**config.mk**
```make
export PLATFORM = sky130hd
export DESIGN_NAME = eac_sum6
export DESIGN_NICKNAME = d
export VERILOG_FILES = /design/src/rtl/eac_sum_pkg.sv /design/src/rtl/eac_csa.sv /design/src/rtl/eac_cpa.sv /design/src/rtl/eac_sum6.sv
export SDC_FILE = /design/constraint.sdc
export NUM_CORES = 1
export LEC_CHECK = 0
export ABC_CLOCK_PERIOD_IN_PS = 5300
export BUFFER_PORTS_ARGS = -buffer_cell sky130_fd_sc_hd__buf_2
export CAP_MARGIN = 40
export CORE_ASPECT_RATIO = 0.7
export CORE_MARGIN = 1.5
export CORE_UTILIZATION = 30
export CTS_CLUSTER_DIAMETER = 150
export DETAILED_ROUTE_END_ITERATION = 8
export GPL_ROUTABILITY_DRIVEN = 0
export SYNTH_ARGS = -nofsm -noshare
export SYNTH_HDL_FRONTEND = slang
export SYNTH_HIERARCHICAL = 1
export SYNTH_SLANG_ARGS = --single-unit
```
**constraint.sdc**
```tcl
create_clock -name clk -period 5.3 [get_ports clk]
set_clock_uncertainty 0.05 [all_clocks]
set_input_delay 0.265 -clock clk [delete_from_list [all_inputs] [get_ports clk]]
set_output_delay 0.265 -clock clk [all_outputs]
set_load 0.03 [all_outputs]
```
**src/rtl/eac_sum_pkg.sv**
```systemverilog
package eac_sum_pkg;

  // Residue of v modulo 2^w - 1 (w below 64); used by checks only.
  function automatic longint unsigned ring_mod(input longint unsigned v,
                                               input int unsigned w);
    longint unsigned m;
    m = (64'd1 << w) - 64'd1;
    return v % m;
  endfunction

endpackage

```
**src/rtl/eac_csa.sv**
```systemverilog
module eac_csa #(
  parameter int unsigned W = 16
) (
  input  logic [W-1:0] in_x,
  input  logic [W-1:0] in_y,
  input  logic [W-1:0] in_z,
  output logic [W-1:0] out_s,
  output logic [W-1:0] out_c
);

  logic [W-1:0] maj;

  always_comb begin
    out_s = in_x ^ in_y ^ in_z;
    maj   = (in_x & in_y) | (in_x & in_z) | (in_y & in_z);
    // weight 2^W folds onto weight 1 under modulus 2^W - 1
    out_c = {maj[W-2:0], maj[W-1]};
  end

endmodule

```
**src/rtl/eac_cpa.sv**
```systemverilog
module eac_cpa #(
  parameter int unsigned W = 16
) (
  input  logic [W-1:0] vec_s,
  input  logic [W-1:0] vec_c,
  output logic [W-1:0] total
);

  logic [W:0]   pass1;
  logic [W-1:0] pass2;

  always_comb begin
    pass1 = {1'b0, vec_s} + {1'b0, vec_c};
    // second pass adds the carry-out; no overflow possible here
    pass2 = pass1[W-1:0] + {{(W-1){1'b0}}, pass1[W]};
    // all ones is the redundant zero
    total = (&pass2) ? '0 : pass2;
  end

endmodule

```
**src/rtl/eac_sum6.sv**
```systemverilog
module eac_sum6
  import eac_sum_pkg::*;
#(
  parameter int unsigned N       = 4,
  parameter bit          PIPE_EN = 1'b1
) (
  input  logic              clk,
  input  logic              rst_n,
  input  logic [4*N-1:0]    op_a,
  input  logic [4*N-1:0]    op_b,
  input  logic [4*N-1:0]    op_c,
  input  logic [4*N-1:0]    op_d,
  input  logic [4*N-1:0]    op_e,
  input  logic [4*N-1:0]    op_f,
  input  logic [2*N-1:0]    low_res,
  output logic [4*N-1:0]    sum_z,
  output logic [6*N-1:0]    word_x
);

  localparam int unsigned W      = 4 * N;
  localparam int unsigned RW     = 2 * N;
  localparam int unsigned STAGES = 4;

  logic [W-1:0] st_x [STAGES];
  logic [W-1:0] st_y [STAGES];
  logic [W-1:0] st_z [STAGES];
  logic [W-1:0] st_s [STAGES];
  logic [W-1:0] st_c [STAGES];

  // tree wiring: two leaf stages, then two merge stages
  always_comb begin
    st_x[0] = op_a;    st_y[0] = op_b;    st_z[0] = op_c;
    st_x[1] = op_d;    st_y[1] = op_e;    st_z[1] = op_f;
    st_x[2] = st_s[0]; st_y[2] = st_c[0]; st_z[2] = st_s[1];
    st_x[3] = st_s[2]; st_y[3] = st_c[2]; st_z[3] = st_c[1];
  end

  for (genvar g = 0; g < STAGES; g++) begin : g_csa
    eac_csa #(.W(W)) u_csa (
      .in_x (st_x[g]),
      .in_y (st_y[g]),
      .in_z (st_z[g]),
      .out_s(st_s[g]),
      .out_c(st_c[g])
    );
  end

  logic [W-1:0]  hold_s, hold_c;
  logic [RW-1:0] hold_low;

  if (PIPE_EN) begin : g_pipe
    logic [W-1:0]  nxt_s, nxt_c;
    logic [RW-1:0] nxt_low;

    always_comb begin
      nxt_s   = st_s[STAGES-1];
      nxt_c   = st_c[STAGES-1];
      nxt_low = low_res;
    end

    always_ff @(posedge clk or negedge rst_n) begin
      if (!rst_n) begin
        hold_s   <= '0;
        hold_c   <= '0;
        hold_low <= '0;
      end else begin
        hold_s   <= nxt_s;
        hold_c   <= nxt_c;
        hold_low <= nxt_low;
      end
    end
  end else begin : g_comb
    always_comb begin
      hold_s   = st_s[STAGES-1];
      hold_c   = st_c[STAGES-1];
      hold_low = low_res;
    end
  end

  eac_cpa #(.W(W)) u_cpa (
    .vec_s(hold_s),
    .vec_c(hold_c),
    .total(sum_z)
  );

  always_comb word_x = {sum_z, hold_low};

  // ---------------- assertions ----------------
  logic [63:0] ref_now;
  always_comb ref_now = ring_mod(64'(op_a) + 64'(op_b) + 64'(op_c)
                               + 64'(op_d) + 64'(op_e) + 64'(op_f), W);

  for (genvar g = 0; g < STAGES; g++) begin : g_chk
    // each compressor conserves the residue
    a_r8_stage_conserve: assert property (@(posedge clk) disable iff (!rst_n)
      ring_mod(64'(st_x[g]) + 64'(st_y[g]) + 64'(st_z[g]), W)
        == ring_mod(64'(st_s[g]) + 64'(st_c[g]), W));
  end

  // redundant zero never leaves the block
  a_r2_no_all_ones: assert property (@(posedge clk) disable iff (!rst_n)
    sum_z != {W{1'b1}});

  if (PIPE_EN) begin : g_pipe_chk
    // result follows operands sampled one edge earlier
    a_r1_mod_sum: assert property (@(posedge clk) disable iff (!rst_n)
      $past(rst_n) |-> (64'(sum_z) == $past(ref_now)));
    // low field carries the sampled residue
    a_r3_low_field: assert property (@(posedge clk) disable iff (!rst_n)
      $past(rst_n) |-> (word_x[RW-1:0] == $past(low_res)));
    // outputs cleared while reset is held
    a_r5_reset_zero: assert property (@(posedge clk)
      !rst_n |-> (sum_z == '0 && word_x == '0));
  end else begin : g_comb_chk
    a_r1_mod_sum: assert property (@(posedge clk) disable iff (!rst_n)
      64'(sum_z) == ref_now);
    a_r3_low_field: assert property (@(posedge clk) disable iff (!rst_n)
      word_x[RW-1:0] == low_res);
  end

endmodule

```
==> results of run 1 <==
## worst max path at each step
| stage | startpoint | end | slack (ps) | cells after the start |
|---|---|---|---|---|
| 6_report | hold_c[0] | sum_z[5] | 210 | 21 |
| 2_1_floorplan | hold_s[0] | word_x[14] | 290 | 22 |
| 3_5_place_dp | hold_c[0] | sum_z[3] | 210 | 22 |
| 4_1_cts | hold_c[0] | sum_z[3] | 8 | 22 |
| 3_3_place_gp | hold_c[0] | sum_z[3] | 310 | 22 |
| 5_1_grt | hold_c[9] | word_x[12] | -60 | 20 |
## area by class of cell
class                   count  area, sq um  share of cell area, %
repair buffers            170          960                   18.2
clock inverters             2         35.0                  0.664
well taps                 162          203                   3.84
multi-input cells         265         2940                   55.6
flip-flops and latches     40         1000                   19.0
clock buffers               6          129                   2.44
inverters                   4         15.0                  0.284
## cell usage in the layout, fill, tap and decap left out, drive strengths merged, types with 4 or more instances in the layout
cell type	n
fa	65
o211ai	6
clkbuf	6
a21oi	11
dfrtp	40
ha	18
and3	5
a211oi	5
nand3	11
inv	4
nor3	7
o21ai	11
nor2	27
xnor2	13
nand2	10
xor2	10
nor2b	8
buf	169
nor3b	6
## layer usage
layer / vias up / wire, um
li1: 1456 / -
met1: 1502 / 4610
met2: 131 / 4120
met3: 7 / 533
met4: 0 / 77
met5: - / 0
## sequential cells by signal (all words and copies together), names as in the netlist
name and cells:
hold_c 16, hold_low 8, hold_s 16
## metrics by stage
step	cell area [sq um]	setup WS, ps	utilization, %
after floorplan	3980	291	-
after global placement	4780	314	37.7
after detailed placement	4800	206	37.9
after CTS	4980	8.32	39.3
after global routing	5280	-63.7	41.7
final	5280	209	41.7
## cell families (layout without fill, tap and decap cells)
kind of cell / Yosys count / count (layout) / synth area share (%)
compound gates: 59 / 59 / 11.6
fa+ha+maj: 83 / 83 / 38.4
flops: 40 / 40 / 25.1
simple gates: 98 / 98 / 14.2
mux: 1 / 1 / 0.252
xor+xnor: 24 / 24 / 5.66
buf+inv: 31 / 182 / 4.78
## what timing repair did
item                                    4_1_cts  5_1_grt
cloned                                        0        1
setup buffers                                 0       16
pin swaps                                     0       12
endpoints found under the hold margin        19        0
resized for setup                             3       50
hold buffers                                  1        0
endpoints found under the setup margin       32       32
==> metrics, run 1 <==
first-pass GRT wire length=15.0 mm; root buf cell=clkbuf_16; initial antenna violation count=0; HPWL after DPL=7.75 mm; DRT Wirelength=9.33 mm; TritonCTS clock tree=built; die height=99.4 um; Hold Path Cell Cnt=1; Synth area leaders=fa_1 33%, dfrtp_1 25%, ha_1 5.7%; number of I/O port buffers=145; DRC=0; Post-synth top flop=dfrtp_1; cts bufs inserted=5; CP cell instances=ha_4, fa_2, a211oi_2, o21ai_2, a2111oi_2, o21bai_1, a21oi_2, nor2b_1, o21ai_1, nand2b_1, ha_2, o2111ai_1, or4_4, nor3b_2, nand4_1, nor4b_2, xor3_1, a2111oi_4, buf_4, nor2_1, buf_2; number of global-route vias before repair=3161; Max H-tree Level=2; proportion of layout cells with a drive suffix above 1=42.7%; post-synth top area share=32.7%; largest net degree at the start of global routing=36; Longest Clk Path Bufs=2; area of the mapped netlist=3980 sq um; worst hold slack=33.3 ps; Initial Utilization=31.4%; Initial DRC Count=134; core area=12700 sq um; syn nets=525; global route overflow=0; Startpoint Class=register; buffer and inverter count on the worst path=2; met3 Track Usage GR=1.83%; max_slew headroom=50.1%; Die X-Extent=141 um; RSZ-0062 raised after global routing=true; Via Count=3096; dpl cells=623; final setup fails=0; I/O pins=146; slowest stage delay, CP=510 ps; Layout Nets=675; setup_tns=0 ps; Layout area overhead=32.7%; # rows=34; number of synthesized flops with an enable pin=0; most common cell in the netlist=fa_1; die area=14000 sq um; Synth async-reset ratio=100%; Post-Synthesis Cells=336; fin crit share=96.1%; Max Fclk=0.196 GHz; WS Path Type=reg2out; routed wire length per instance=14.4 um; Tot GR Track Use=13.6%; crit path time final=5090 ps; Post-DRT Antenna Nets=0; crit-path leading delay family=simple AND/OR/NAND/NOR gates; met1 Usage GRT=20.5%; Worst Path Arrival=4780 ps; Syn Area/Cell=11.8 sq um; CP max FO=8; area leader, netlist=fa_1; M2 GR Usage=20.7%; Reg clk slew, reported paths=60 ps; pin slew with the least headroom to its limit=743 ps; vias per inst=4.77; hold_sp=low_res[2]; Final Max Tran Viols=0; fill count=1238; WHS Endpoint=hold_low[2]; run status=complete, no violations; synth warn=6; Diodes inserted=0; Worst Path Required=4990 ps; Setup crit end kind=output port; count of unique library cells instantiated by Yosys=60; layer with the highest usage=met2; router iterations before antenna repair=4; CP max stage cell=xor3_1; TritonCTS sink count=40; Final Hold Viols=0; register area share after synthesis=25.1%; Hold WC Path Type=in2reg; Max-Cap Viols=0; Non-Filler Instances=649; top post-synthesis cells by count=65 x fa_1, 40 x dfrtp_1, 27 x nor2_1; FF+latch count, synth=40
Power of run 1 is not shown: default switching activity piles up to over one toggle a cycle in this logic, so the estimate is an artifact.
==> run 2, diff against run 1 <==
ABC_CLOCK_PERIOD_IN_PS = 5550   (was 5300)
clock period = 5.55 ns   (was 5.3 ns; I/O delays follow)
==> run 2 against run 1 <==
  * Count of clock-buffer cells in the layout unchanged
  * Wire length decreased by 6.3%
  * Critical path type unchanged
  * First-iteration DRC count decreased by 27%
  * Design area decreased by 4.6%
  * Non-clock buffer count decreased by 16
  * Cell count decreased by 2.6%
  * Die area unchanged
  * Via count decreased by 3.1%
  * Largest cell class unchanged
  * Sequential share of layout area increased by 0.92 points
==> metrics, run 2 (synthesized netlist as in run 1, its figures left out) <==
Final Hold Viols=0 (unchanged); Hold WC Path Type=in2reg; Initial DRC Count=98 (-27%); Final WS setup=318 ps (+109 ps); placed cell areas=4780 sq um (-0.47%); proportion of layout cells with a drive suffix above 1=39.1% (-3.6 points); I/O pins=146 (unchanged); DRC=0 (unchanged); Worst Path Required=5220 ps (+230 ps); dpl ws=359 ps (+153 ps); cts bufs inserted=5 (unchanged); Die X-Extent=141 um (unchanged); slowest stage delay, CP=460 ps (-50 ps); Regs by FF count=hold_c: 16 flops, hold_s: 16 flops, hold_low: 8 flops; Worst Path Arrival=4900 ps (+120 ps); Final Max Tran Viols=0 (unchanged); setup_tns=0 ps (unchanged); number of I/O port buffers=145 (unchanged); DRT Wirelength=8.74 mm (-6.3%); Startpoint Class=register; WS Path Type=reg2out; fin crit share=94.3%; Setup crit end kind=output port; fin area=5030 sq um (-4.6%); Max Fclk=0.191 GHz; CP max stage cell=or4_4; largest net degree at the start of global routing=36 (unchanged); leading cell type in the layout, fill and taps excluded=buf_2; TritonCTS clock tree=built; Initial Utilization=31.4% (unchanged); Via Count=3001 (-3.1%); Diodes inserted=0 (unchanged); die area=14000 sq um (unchanged); # rows=34 (unchanged); HPWL after DPL=7.61 mm (-1.8%); CP cell instances=ha_2, o21ai_1, o21ai_2, a2111oi_2, o21bai_1, a21oi_2, nor2b_1, o21ai_1, nand2b_1, ha_1, o2111ai_1, or4_4, nor3b_2, nand4_1, nor4b_2, xor3_1, a2111oi_4, buf_4, nor2_1, buf_2; Layout area overhead=26.5%; TritonCTS sink count=40 (unchanged); core area=12700 sq um (unchanged); Post-DRT Antenna Nets=0 (unchanged); global route overflow=0 (unchanged); Longest Clk Path Bufs=2 (unchanged); commonest non-fill, non-tap cells in the layout=145 x buf_2, 65 x fa_1, 40 x dfrtp_1, 27 x nor2_1, 14 x ha_1; die height=99.4 um (unchanged); Max-Cap Viols=0 (unchanged); crit path time final=5230 ps; final setup fails=0 (unchanged); pin slew with the least headroom to its limit=730 ps (-13.1 ps); router iterations before antenna repair=4 (unchanged); Reg clk slew, reported paths=60 ps (about the same); run status=complete, no violations; initial antenna violation count=0 (unchanged); max_slew headroom=51.0% (+0.88 points); root buf cell=clkbuf_16; CP max FO=11 (+3); number of global-route vias before repair=2970 (-6.0%); Layout Nets=659 (-2.4%); Max H-tree Level=2 (unchanged); vias per inst=4.75 (-0.46%); routed wire length per instance=13.8 um (-3.8%); Crit path top cell by count=o21ai_1; first-pass GRT wire length=14.2 mm (-5.6%); Tot GR Track Use=12.8% (-0.82 points)
-- run 2: changes by cell type in the layout (fill, tap and decap cells not counted), moves of 5 or more --
cell / previous run / this run
ha_4: 7 / 2
ha_1: 9 / 14
buf_2: 134 / 145
buf_4: 33 / 6
-- run 2: final cells by class --
class	count	area, sq um
clock buffers	6	129
inverters	4	15.0
clock inverters	1	5.00
flip-flops and latches	40	1000
multi-input cells	265	2870
repair buffers	154	812
well taps	162	203
fillers	1257	7640
-- run 2: critical path, delay by kind of cell, from the launching register on --
kind / cells / cell delay (ps)
AND/OR/NAND/NOR: 7 / 1410
buffers and inverters: 2 / 400
flip-flops: 1 / 360
adder cells (fa/ha/maj): 2 / 640
XOR/XNOR: 1 / 320
AO/OA/AOI/OAI: 8 / 1510
-- run 2: worst paths after layout --
path,cells past startpoint,end,start
setup / recovery,20,word_x[23],hold_c[4]
hold / removal,1,hold_low[0],low_res[0]
max in group asynchronous,3,hold_s[11],rst_n
min in group asynchronous,2,hold_low[2],rst_n
-- run 2: metrics by stage --
step | std cells | hold slack [ps] | utilization (%)
2_1_floorplan | 336 | -68.1 | -
3_3_place_gp | 619 | 336 | 37.5
3_5_place_dp | 620 | 67.2 | 37.7
4_1_cts | 628 | 45.7 | 38.8
5_1_grt | 632 | 36.7 | 39.7
6_report | 632 | 53.0 | 39.7
-- run 2: per-layer routing --
layer,track usage [%],up-vias,part of all wire [%]
li1,-,1433,-
met1,19.7,1449,50
met2,19.1,115,44
met3,1.97,4,5.8
met4,2.16,0,0.57
met5,0,-,0
-- run 2: timing repair --
item / 4_1_cts / 5_1_grt
hold buffers: 1 / 0
gates resized for setup: 0 / 20
buffers inserted: 0 / 3
hold endpoints to repair: 5 / 0
endpoints found under the setup margin: 0 / 32
Power of run 2 is left out for the same reason.
